===== src/rtl/token_bank_pkg.sv =====
package token_bank_pkg;

   typedef enum logic [1:0] {
      OWN_NONE  = 2'b00,
      OWN_LEFT  = 2'b01,
      OWN_RIGHT = 2'b10
   } owner_t;

   typedef struct packed {
      logic take;
      logic drop;
   } tok_cmd_t;

endpackage


===== src/rtl/token_port_decode.sv =====
module token_port_decode
   import token_bank_pkg::*;
#(
   parameter int NUM_SEMS = 8,
   parameter int ADDR_W   = 13,
   parameter int DATA_W   = 8,
   localparam int IDX_W   = $clog2(NUM_SEMS)
) (
   input  logic                       sel,
   input  logic                       ram_en,
   input  logic                       wr,
   input  logic [ADDR_W-1:0]          addr,
   input  logic [DATA_W-1:0]          wdata,
   output tok_cmd_t [NUM_SEMS-1:0]    cmd,
   output logic                       rd_fire,
   output logic [IDX_W-1:0]           rd_idx
);

   logic             acc;
   logic [IDX_W-1:0] idx;
   logic             unused_bits;

   // token access only with the data-memory enable idle
   assign acc         = sel & ~ram_en;
   assign idx         = addr[IDX_W-1:0];
   assign rd_fire     = acc & ~wr;
   assign rd_idx      = idx;
   assign unused_bits = ^{addr, wdata};

   for (genvar g = 0; g < NUM_SEMS; g++) begin : g_slot
      logic hit;
      assign hit         = acc & wr & (idx == IDX_W'(g));
      assign cmd[g].take = hit & ~wdata[0];
      assign cmd[g].drop = hit &  wdata[0];
   end

endmodule


===== src/rtl/token_cell.sv =====
module token_cell
   import token_bank_pkg::*;
(
   input  logic     clk,
   input  logic     rst_n,
   input  tok_cmd_t cmd_l,
   input  tok_cmd_t cmd_r,
   output logic     held_l,
   output logic     held_r
);

   owner_t owner_q, owner_d;
   logic   wait_q, wait_d;

   always_comb begin
      owner_d = owner_q;
      wait_d  = wait_q;
      unique case (owner_q)
         OWN_NONE: begin
            wait_d = 1'b0;
            if (cmd_l.take) begin
               owner_d = OWN_LEFT;
               wait_d  = cmd_r.take;
            end else if (cmd_r.take) begin
               owner_d = OWN_RIGHT;
            end
         end
         OWN_LEFT: begin
            if (cmd_l.drop) begin
               wait_d = 1'b0;
               if ((wait_q && !cmd_r.drop) || cmd_r.take) owner_d = OWN_RIGHT;
               else                                       owner_d = OWN_NONE;
            end else if (cmd_r.take) begin
               wait_d = 1'b1;
            end else if (cmd_r.drop) begin
               wait_d = 1'b0;
            end
         end
         OWN_RIGHT: begin
            if (cmd_r.drop) begin
               wait_d = 1'b0;
               if ((wait_q && !cmd_l.drop) || cmd_l.take) owner_d = OWN_LEFT;
               else                                       owner_d = OWN_NONE;
            end else if (cmd_l.take) begin
               wait_d = 1'b1;
            end else if (cmd_l.drop) begin
               wait_d = 1'b0;
            end
         end
         default: begin
            owner_d = OWN_NONE;
            wait_d  = 1'b0;
         end
      endcase
   end

   always_ff @(posedge clk or negedge rst_n) begin
      if (!rst_n) begin
         owner_q <= OWN_NONE;
         wait_q  <= 1'b0;
      end else begin
         owner_q <= owner_d;
         wait_q  <= wait_d;
      end
   end

   assign held_l = (owner_q == OWN_LEFT);
   assign held_r = (owner_q == OWN_RIGHT);

endmodule


===== src/rtl/token_read_reg.sv =====
module token_read_reg #(
   parameter int NUM_SEMS = 8,
   parameter int DATA_W   = 8,
   localparam int IDX_W   = $clog2(NUM_SEMS)
) (
   input  logic                clk,
   input  logic                rst_n,
   input  logic                fire,
   input  logic [IDX_W-1:0]    idx,
   input  logic [NUM_SEMS-1:0] held,
   output logic [DATA_W-1:0]   rdata
);

   always_ff @(posedge clk or negedge rst_n) begin
      if (!rst_n)    rdata <= '1;
      else if (fire) rdata <= {DATA_W{~held[idx]}};
   end

endmodule


===== src/rtl/dual_port_token_bank.sv =====
module dual_port_token_bank
   import token_bank_pkg::*;
#(
   parameter int NUM_SEMS = 8,
   parameter int ADDR_W   = 13,
   parameter int DATA_W   = 8
) (
   input  logic              clk,
   input  logic              rst_n,
   input  logic              l_sem_sel,
   input  logic              l_ram_en,
   input  logic              l_wr,
   input  logic [ADDR_W-1:0] l_addr,
   input  logic [DATA_W-1:0] l_wdata,
   output logic [DATA_W-1:0] l_rdata,
   input  logic              r_sem_sel,
   input  logic              r_ram_en,
   input  logic              r_wr,
   input  logic [ADDR_W-1:0] r_addr,
   input  logic [DATA_W-1:0] r_wdata,
   output logic [DATA_W-1:0] r_rdata
);

   localparam int IDX_W = $clog2(NUM_SEMS);

   if (NUM_SEMS < 2 || (NUM_SEMS & (NUM_SEMS - 1)) != 0) begin : g_bad_count
      $error("NUM_SEMS must be a power of two of at least 2");
   end
   if (ADDR_W < IDX_W) begin : g_bad_addr
      $error("ADDR_W too narrow for the token index");
   end
   if (DATA_W < 1) begin : g_bad_data
      $error("DATA_W must be at least 1");
   end

   tok_cmd_t [NUM_SEMS-1:0] cmd_l, cmd_r;
   logic                    l_fire, r_fire;
   logic [IDX_W-1:0]        l_idx, r_idx;
   logic [NUM_SEMS-1:0]     held_l, held_r;

   token_port_decode #(.NUM_SEMS(NUM_SEMS), .ADDR_W(ADDR_W), .DATA_W(DATA_W)) u_dec_l (
      .sel(l_sem_sel), .ram_en(l_ram_en), .wr(l_wr), .addr(l_addr), .wdata(l_wdata),
      .cmd(cmd_l), .rd_fire(l_fire), .rd_idx(l_idx)
   );

   token_port_decode #(.NUM_SEMS(NUM_SEMS), .ADDR_W(ADDR_W), .DATA_W(DATA_W)) u_dec_r (
      .sel(r_sem_sel), .ram_en(r_ram_en), .wr(r_wr), .addr(r_addr), .wdata(r_wdata),
      .cmd(cmd_r), .rd_fire(r_fire), .rd_idx(r_idx)
   );

   for (genvar s = 0; s < NUM_SEMS; s++) begin : g_tok
      token_cell u_cell (
         .clk(clk), .rst_n(rst_n),
         .cmd_l(cmd_l[s]), .cmd_r(cmd_r[s]),
         .held_l(held_l[s]), .held_r(held_r[s])
      );
   end

   token_read_reg #(.NUM_SEMS(NUM_SEMS), .DATA_W(DATA_W)) u_rd_l (
      .clk(clk), .rst_n(rst_n), .fire(l_fire), .idx(l_idx), .held(held_l), .rdata(l_rdata)
   );

   token_read_reg #(.NUM_SEMS(NUM_SEMS), .DATA_W(DATA_W)) u_rd_r (
      .clk(clk), .rst_n(rst_n), .fire(r_fire), .idx(r_idx), .held(held_r), .rdata(r_rdata)
   );

endmodule


===== config.mk =====
export PLATFORM = sky130hd
export DESIGN_NAME = dual_port_token_bank
export DESIGN_NICKNAME = d
export VERILOG_FILES = /design/src/rtl/token_bank_pkg.sv /design/src/rtl/token_port_decode.sv /design/src/rtl/token_cell.sv /design/src/rtl/token_read_reg.sv /design/src/rtl/dual_port_token_bank.sv
export SDC_FILE = /design/constraint.sdc
export NUM_CORES = 1
export LEC_CHECK = 0
export ABC_CLOCK_PERIOD_IN_PS = 2500
export BUFFER_PORTS_ARGS = -buffer_cell sky130_fd_sc_hd__buf_4
export CORE_MARGIN = 5
export CORE_UTILIZATION = 50
export DETAILED_ROUTE_END_ITERATION = 10
export HOLD_SLACK_MARGIN = 0.12
export PLACE_DENSITY = 0.82
export SLEW_MARGIN = 40
export SYNTH_ARGS = -nofsm -noshare
export SYNTH_HDL_FRONTEND = slang
export SYNTH_SLANG_ARGS = --single-unit

===== constraint.sdc =====
create_clock -name clk -period 2.5 [get_ports clk]
set_input_delay 0.5 -clock clk [delete_from_list [all_inputs] [get_ports clk]]
set_output_delay 0.5 -clock clk [all_outputs]
set_load 0.02 [all_outputs]

==> results of run 1 <==
## layer usage
metal	vias up	GRT usage, %
met1	1156	28.9
met5	-	0
met2	133	33.9
met4	0	7.09
li1	1142	-
met3	15	3.48
## logic make-up after synthesis
logic type             after synthesis  synth area share (%)
AOI/OAI and AO/OA                  107                  32.2
and+or+nand+nor                    114                  26.6
DFF                                 26                  26.5
muxes                                8                  5.53
buffers and inverters               35                  9.23
## layout make-up
type / count / area, um^2 / area share [%]
Timing Repair Buffer: 33 / 248 / 9.43
Clock buffer: 3 / 41.3 / 1.57
Sequential cell: 26 / 653 / 24.9
Multi-Input combinational cell: 229 / 1590 / 60.4
Tap cell: 67 / 83.8 / 3.19
Inverter: 4 / 15.0 / 0.572
## flip-flops by register name, summed over array words and instances, names as in the netlist
signal / cells
u_rd_l.rdata: 1
u_rd_r.rdata: 1
g_tok.u_cell.owner_q: 16
g_tok.u_cell.wait_q: 8
## through the flow
| step | cell area, um^2 | hold WS (ns) | power, mW |
|---|---|---|---|
| 3_5_place_dp | 2580 | 0.437 | 1.33 |
| 5_1_grt | 2630 | 0.145 | 1.67 |
| 6_report | 2630 | 0.122 | 1.57 |
| 3_3_place_gp | 2580 | 0.436 | 1.31 |
| 4_1_cts | 2630 | 0.137 | 1.57 |
| 2_1_floorplan | 2470 | 0.204 | 1.18 |
## cells in the final DEF (no fill, tap or decap), types with 3 or more instances in the layout
cell type	Yosys	final
clkbuf_8	0	3
inv_1	3	3
a31oi_1	7	7
nand2_1	24	24
nor2b_1	20	20
dfrtp_1	24	24
o41ai_1	3	3
and4b_1	3	3
nand3_1	19	19
buf_4	15	33
o211a_1	5	5
o31ai_1	4	4
nand2b_1	6	6
and2_1	4	4
mux4_2	3	3
a21boi_0	3	3
o221ai_1	3	3
a21oi_1	13	13
nor2_1	10	10
o21ai_0	17	17
nor3_1	11	11
a2bb2oi_1	3	3
o211ai_1	8	8
a22oi_1	7	7
a2111oi_0	7	7
## how the worst min path moves through the flow
stage          slack [ns]  cells past startpoint   from                         end
2_1_floorplan        0.20                      0  rst_n  g_tok[0].u_cell.owner_q[0]
3_3_place_gp         0.44                      1  rst_n  g_tok[0].u_cell.owner_q[1]
3_5_place_dp         0.44                      1  rst_n  g_tok[0].u_cell.owner_q[1]
4_1_cts              0.14                      1  rst_n  g_tok[2].u_cell.owner_q[1]
5_1_grt              0.15                      1  rst_n  g_tok[0].u_cell.owner_q[1]
6_report             0.12                      1  rst_n  g_tok[0].u_cell.owner_q[0]
## power by group
group / switching [mW] / total (mW) / leakage, nW / internal (mW)
registers: 0.124 / 0.629 / 0.341 / 0.505
logic: 0.376 / 0.700 / 0.619 / 0.324
clock network: 0.133 / 0.241 / 0.0216 / 0.108
total: 0.633 / 1.57 / 0.982 / 0.938
==> flow_summary.yaml, run 1 <==
status:
  status: "finished clean"
die:
  core_area_um2: 4750
  die_y_um: 80.2
  die_w_um: 80.2
  num_io_pins: 66
  start_util_pct: 51.9
  dieArea_um2: 6440
  rows: 25
cts:
  cts_tree: "yes"
  postCtsSetupBuffers: 0
  path_clk_slew_ns: 0.09
  hold_buffers: 0
  cts_buffer_depth: 2
  numCtsBuffers: 3
  clock-sinks: 26
  post_cts_resized: 0
  htreeDepth: 1
  insertion_delay_ns: 0.27
  cts-root-buf: "clkbuf_8"
drt:
  wl_met2_um: 2980
  drc: 0
  wl_per_cell_um: 17.9
  highest_layer: "met4"
  dr_wl_met3_um: 583
  via_count: 2446
  wl_um: 6490
  ant_nets: 0
  routedLengthMet1_um: 2830
  drt-initial-drc-count: 345
  viasPerCell: 6.76
  first_pass_iters: 5
timing:
  min_period_ns: 1.77
  setup_viol: 0
  relSlewSlack_pct: 66.8
  finalCritPeriodShare_pct: 70.6
  setup_slack_ns: 0.734
  worst_pin_slew_ns: 0.497
  fmax_mhz: 566
  fin_tns_setup_ns: 0
  rsz0062_at_grt: "false"
  skew_ns: 0.00449
  hold_viol_final: 0
  report.final.slew_viol_count: 0
layout:
  syn_to_final_growth_pct: 6.49
  num-fill-cells: 436
  antenna_cells: 0
  postLayoutCoreUtil_pct: 55.2
  drive_gt1_share_pct: 16.6
  finalNetCount: 347
  fin_cells: 362
min_path:
  hold_path_class: "primary input to asynchronous set/reset pin"
placed_design:
  gp_congestion: 0.974
  post-place-cells: 359
  io_buffers: 31
  dp_hpwl_um: 4620
  dp_slack_ns: 0.464
global_route:
  grt_pass1_vias: 2309
  gr-total-overflow: 0
  grt_pass1_wl_um: 11000
  antenna_found_initial: 0
  grt_max_degree: 27
  grt_usage_pct: 21.2
yosys:
  syn-cell-area_um2: 2470
  synth_area_leader_cell: "dfrtp_1"
  yosysWarnings: 0
  seq_area_frac_synth_pct: 26.5
  synth_area_leaders: "dfrtp_1, nor2b_1, buf_4"
  postSynthCellCount: 290
  synth_nets: 340
  synth_top_flop_cell: "dfrtp_1"
  syn_area_per_cell_um2: 8.50
  synth-edff-count: 0
  synth_common_cells: "dfrtp_1, nand2_1, nor2b_1"
  synth_top_area_share_pct: 24.4
  synthArstFlopShare_pct: 100
  yosysUniqueCellTypes: 65
  ys_ff_latch: 26
worst_setup_path:
  cp_num_cells: 5
  critical_path_class: "primary input to flip-flop"
  critPathMaxStageDelay_ns: 0.51
  endpoint: "g_tok[0].u_cell.wait_q"
  critPathCaptureType: "flip-flop"
  critPathBufInv: 1
  worstPathCellList: "buf_4, and4bb_1, nand3_1, o311a_1, a22oi_1"
  rr_startpoint: "g_tok[2].u_cell.owner_q[0]"
  cpMaxStageDelayCell: "and4bb_1"
  path_max_fanout: 9
  regToRegEndpoint: "u_rd_l.rdata[0]"
  cp-start-kind: "primary input"
  rrSetupSlack_ns: 0.90
  r2r_cells: 4
  critPathArrivalTime_ns: 1.96
  required_ns: 2.69
  crit_family: "simple AND/OR/NAND/NOR gates"
  crit_start: "l_addr[2]"
run:
  drv_cap: 0
power:
  ir_drop_uv: 407
  pwr_density_cell_nw_per_um2: 598
  p_leak_nw: 0.982
No activity file was read; power rests on OpenSTA's default activity.
==> run 2, diff against run 1 <==
ABC_CLOCK_PERIOD_IN_PS = 1820   (was 2500)
clock period = 1.82 ns   (was 2.5 ns; I/O delays follow)
==> flow_summary.yaml, run 2 (synthesized netlist as in run 1, its figures left out) <==
cts:
  cts_buffer_depth: 2
  insertion_delay_ns: 0.27
  numCtsBuffers: 3
  cts-root-buf: "clkbuf_8"
  postCtsSetupBuffers: 0
  cts_tree: "yes"
  clock-sinks: 26
  path_clk_slew_ns: 0.09
  htreeDepth: 1
worst_setup_path:
  regToRegEndpoint: "u_rd_l.rdata[0]"
  r2r_cells: 4
  critPathCaptureType: "flip-flop"
  cpMaxStageDelayCell: "mux4_1"
  critPathMaxStageDelay_ns: 0.50
  worstPathCellList: "nor2b_1, mux4_1, mux2i_1, mux2_2"
  rr_startpoint: "g_tok[2].u_cell.owner_q[0]"
  critPathArrivalTime_ns: 1.83
  crit_family: "multiplexers"
  cp_num_cells: 4
  critPathBufInv: 0
  cp-start-kind: "flip-flop"
  required_ns: 2.05
  path_max_fanout: 6
  critical_path_class: "flip-flop to flip-flop"
  rrSetupSlack_ns: 0.22
min_path:
  hold_path_end: "g_tok[2].u_cell.owner_q[1]"
  hold_path_class: "primary input to flip-flop"
  holdPathStages: 3
  min-delay-start: "l_wdata[0]"
die:
  core_area_um2: 4750
  die_y_um: 80.2
  dieArea_um2: 6440
  rows: 25
  die_w_um: 80.2
  num_io_pins: 66
  start_util_pct: 51.9
global_route:
  grt_pass1_vias: 2352
  grt_pass1_wl_um: 11000
  grt_max_degree: 27
  antenna_found_initial: 0
  gr-total-overflow: 0
  grt_usage_pct: 21.3
drt:
  wl_per_cell_um: 17.8
  ant_nets: 0
  drt-initial-drc-count: 326
  drc: 0
  first_pass_iters: 6
  viasPerCell: 6.71
  wl_um: 6810
  via_count: 2565
power:
  ir_drop_uv: 567
  p_leak_nw: 1.08
  pwr_density_cell_nw_per_um2: 798
timing:
  min_period_ns: 1.60
  fmax_mhz: 624
  fin_tns_setup_ns: 0
  setup_viol: 0
  finalCritPeriodShare_pct: 88.1
  relSlewSlack_pct: 73.1
  report.final.slew_viol_count: 0
  rsz0062_at_grt: "false"
  hold_viol_final: 0
  worst_pin_slew_ns: 0.393
  whs_ns: 0.467
  skew_ns: 0.00131
layout:
  syn_to_final_growth_pct: 12.7
  postLayoutCoreUtil_pct: 58.4
  mostFrequentLayoutCell: "buf_4"
  top_regs: "g_tok.u_cell.owner_q: 16 flops, g_tok.u_cell.wait_q: 8 flops"
  finalNetCount: 367
  num-fill-cells: 439
  largest_register_ffs: 16
  antenna_cells: 0
  regMostFlops: "g_tok.u_cell.owner_q"
  mostFrequentLayoutCells: "buf_4, nand2_1, dfrtp_1"
  drive_gt1_share_pct: 21.6
run:
  drv_cap: 0
placed_design:
  io_buffers: 31
  dp_hpwl_um: 5070
  gp_congestion: 0.968
status:
  status: "finished clean"
[run 2: cell types whose count changed in the layout (fill, tap and decap cells not counted)]
cell	change
buf_4	+19
dlygate4sd3_1	+1
[run 2: final cells by class]
type / count / area, um^2 / area share (%)
Clock buffer: 3 / 41.3 / 1.49
Inverter: 4 / 15.0 / 0.540
Multi-Input combinational cell: 229 / 1590 / 57.0
Sequential cell: 26 / 653 / 23.5
Tap cell: 67 / 83.8 / 3.02
Timing Repair Buffer: 53 / 400 / 14.4
[run 2: tightest hold or removal path, stage by stage]
cell and delay [ns]:
buf_4 0.16, nand4_1 0.10, o22ai_1 0.08
[run 2: through the flow]
step / instances / instance area, um^2 / setup WS [ns] / power, mW
floorplan: 290 / 2470 / 0.206 / 1.62
global placement: 378 / 2730 / 0.0667 / 1.85
detailed placement: 378 / 2730 / 0.0454 / 1.88
CTS: 382 / 2780 / 0.231 / 2.23
global route: 382 / 2780 / 0.135 / 2.33
finish: 382 / 2780 / 0.217 / 2.22
[run 2: worst max path at each step]
stage	startpoint	end	slack [ns]
after floorplan	l_addr[2]	g_tok[2].u_cell.wait_q	0.21
after global placement	l_ram_en	g_tok[1].u_cell.owner_q[1]	0.07
after detailed placement	r_ram_en	g_tok[6].u_cell.owner_q[1]	0.05
after CTS	g_tok[2].u_cell.owner_q[0]	u_rd_l.rdata[0]	0.23
after global routing	g_tok[2].u_cell.owner_q[0]	u_rd_l.rdata[0]	0.13
final	g_tok[2].u_cell.owner_q[0]	u_rd_l.rdata[0]	0.22
[run 2: what timing repair did]
item | CTS | global route
endpoints found under the hold margin | 24 | 0
hold buffers | 1 | 0
resized for setup | 0 | 0
[run 2: power by group]
| part | internal (mW) | switching (mW) |
|---|---|---|
| clock | 0.149 | 0.185 |
| combinational | 0.480 | 0.541 |
| sequential | 0.693 | 0.170 |
| total | 1.32 | 0.895 |
[run 2: metal layers]
metal  GRT usage, %  routed length, um
met5              0                  0
met4           6.59                101
met3           4.04                595
met2           34.4               3210
met1           28.8               2910
==> run 3, diff against run 2 <==
BUFFER_PORTS_ARGS = -buffer_cell sky130_fd_sc_hd__buf_2   (was -buffer_cell sky130_fd_sc_hd__buf_4)
==> flow_summary.yaml, run 3 (synthesized netlist as in run 1, its figures left out) <==
layout:
  largest_register_ffs: 16
  drive_gt1_share_pct: 21.6
  finalNetCount: 366
  antenna_cells: 0
  postLayoutCoreUtil_pct: 57.3
  regMostFlops: "g_tok.u_cell.owner_q"
  mostFrequentLayoutCells: "buf_2, nand2_1, dfrtp_1"
  num-fill-cells: 428
  design_area_um2: 2720
  mostFrequentLayoutCell: "buf_2"
  fin_cells: 382
  syn_to_final_growth_pct: 10.5
  top_regs: "g_tok.u_cell.owner_q: 16 flops, g_tok.u_cell.wait_q: 8 flops"
global_route:
  grt_pass1_vias: 2467
  grt_pass1_wl_um: 11200
  antenna_found_initial: 0
  grt_usage_pct: 21.6
  grt_max_degree: 27
  gr-total-overflow: 0
timing:
  skew_ns: 0.0106
  relSlewSlack_pct: 61.2
  rsz0062_at_grt: "false"
  finalCritPeriodShare_pct: 89.3
  whs_ns: 0.490
  fmax_mhz: 615
  min_period_ns: 1.63
  setup_viol: 0
  fin_tns_setup_ns: 0
  report.final.slew_viol_count: 0
  worst_pin_slew_ns: 0.583
  setup_slack_ns: 0.194
  hold_viol_final: 0
worst_setup_path:
  critPathBufInv: 0
  path_max_fanout: 6
  critPathMaxStageDelay_ns: 0.50
  critPathArrivalTime_ns: 1.85
  worstPathCellList: "nor2b_1, mux4_1, mux2i_1, mux2_2"
  critPathCaptureType: "flip-flop"
  cp-start-kind: "flip-flop"
  required_ns: 2.04
  rrSetupSlack_ns: 0.19
  cpMaxStageDelayCell: "mux4_1"
  crit_family: "multiplexers"
  critical_path_class: "flip-flop to flip-flop"
drt:
  drc: 0
  viasPerCell: 6.82
  ant_nets: 0
  wl_per_cell_um: 17.9
  first_pass_iters: 5
  drt-initial-drc-count: 354
  wl_um: 6850
  via_count: 2605
cts:
  cts-root-buf: "clkbuf_8"
  htreeDepth: 1
  clock-sinks: 26
  post_cts_resized: 0
  cts_tree: "yes"
  insertion_delay_ns: 0.28
  numCtsBuffers: 3
  hold_buffers: 1
  postCtsSetupBuffers: 0
  cts_buffer_depth: 2
  path_clk_slew_ns: 0.10
power:
  ir_drop_uv: 992
  power_mw: 2.28
  p_leak_nw: 1.05
  pwr_density_cell_nw_per_um2: 838
run:
  drv_cap: 0
die:
  die_y_um: 80.2
  rows: 25
  core_area_um2: 4750
  num_io_pins: 66
  die_w_um: 80.2
  dieArea_um2: 6440
  start_util_pct: 51.9
min_path:
  hold_path_class: "primary input to flip-flop"
placed_design:
  io_buffers: 31
  post-place-cells: 377
  placed_area_um2: 2640
  dp_hpwl_um: 4970
  dp_slack_ns: 0.0155
  gp_congestion: 0.902
status:
  status: "finished clean"
[run 3: cell types whose count changed in the layout (fill, tap and decap cells not counted)]
cell	before	now
buf_2	0	31
bufinv_16	0	1
buf_4	52	20
[run 3: worst register-to-register path, delay by kind of cell, from the launching register on]
kind / cells / cell delay [ns]
flops: 1 / 0.44
mux: 3 / 0.91
simple gates: 1 / 0.21
[run 3: cell type report]
class	instances	area (um^2)	area share, %
Multi-Input combinational cell	229	1590	58.2
Sequential cell	26	653	24.0
Timing Repair Buffer	52	315	11.6
Tap cell	67	83.8	3.08
Clock buffer	3	41.3	1.52
Clock inverter	1	30.0	1.10
Inverter	4	15.0	0.551
[run 3: routing by layer]
layer	GRT usage (%)	part of all wire [%]	vias to the layer above
met1	27.6	42	1229
met4	6.42	1.7	0
li1	-	-	1177
met5	0	0	-
met2	36.1	46	181
met3	5.16	10	18
[run 3: path summary, 6_finish.rpt]
kind / start / end / depth (start not counted)
setup / recovery: g_tok[2].u_cell.owner_q[0] / u_rd_l.rdata[0] / 4
hold / removal: r_ram_en / u_rd_r.rdata[0] / 3
setup reg to reg: g_tok[2].u_cell.owner_q[0] / u_rd_l.rdata[0] / 4
hold reg to reg: g_tok[3].u_cell.owner_q[0] / g_tok[3].u_cell.owner_q[1] / 1
max in group asynchronous: rst_n / g_tok[3].u_cell.owner_q[0] / 2
min in group asynchronous: rst_n / g_tok[0].u_cell.owner_q[1] / 2
[run 3: power breakdown]
group / leakage [nW] / internal, mW / switching [mW]
sequential: 0.341 / 0.693 / 0.160
clock: 0.0357 / 0.295 / 0.200
combinational: 0.676 / 0.403 / 0.533
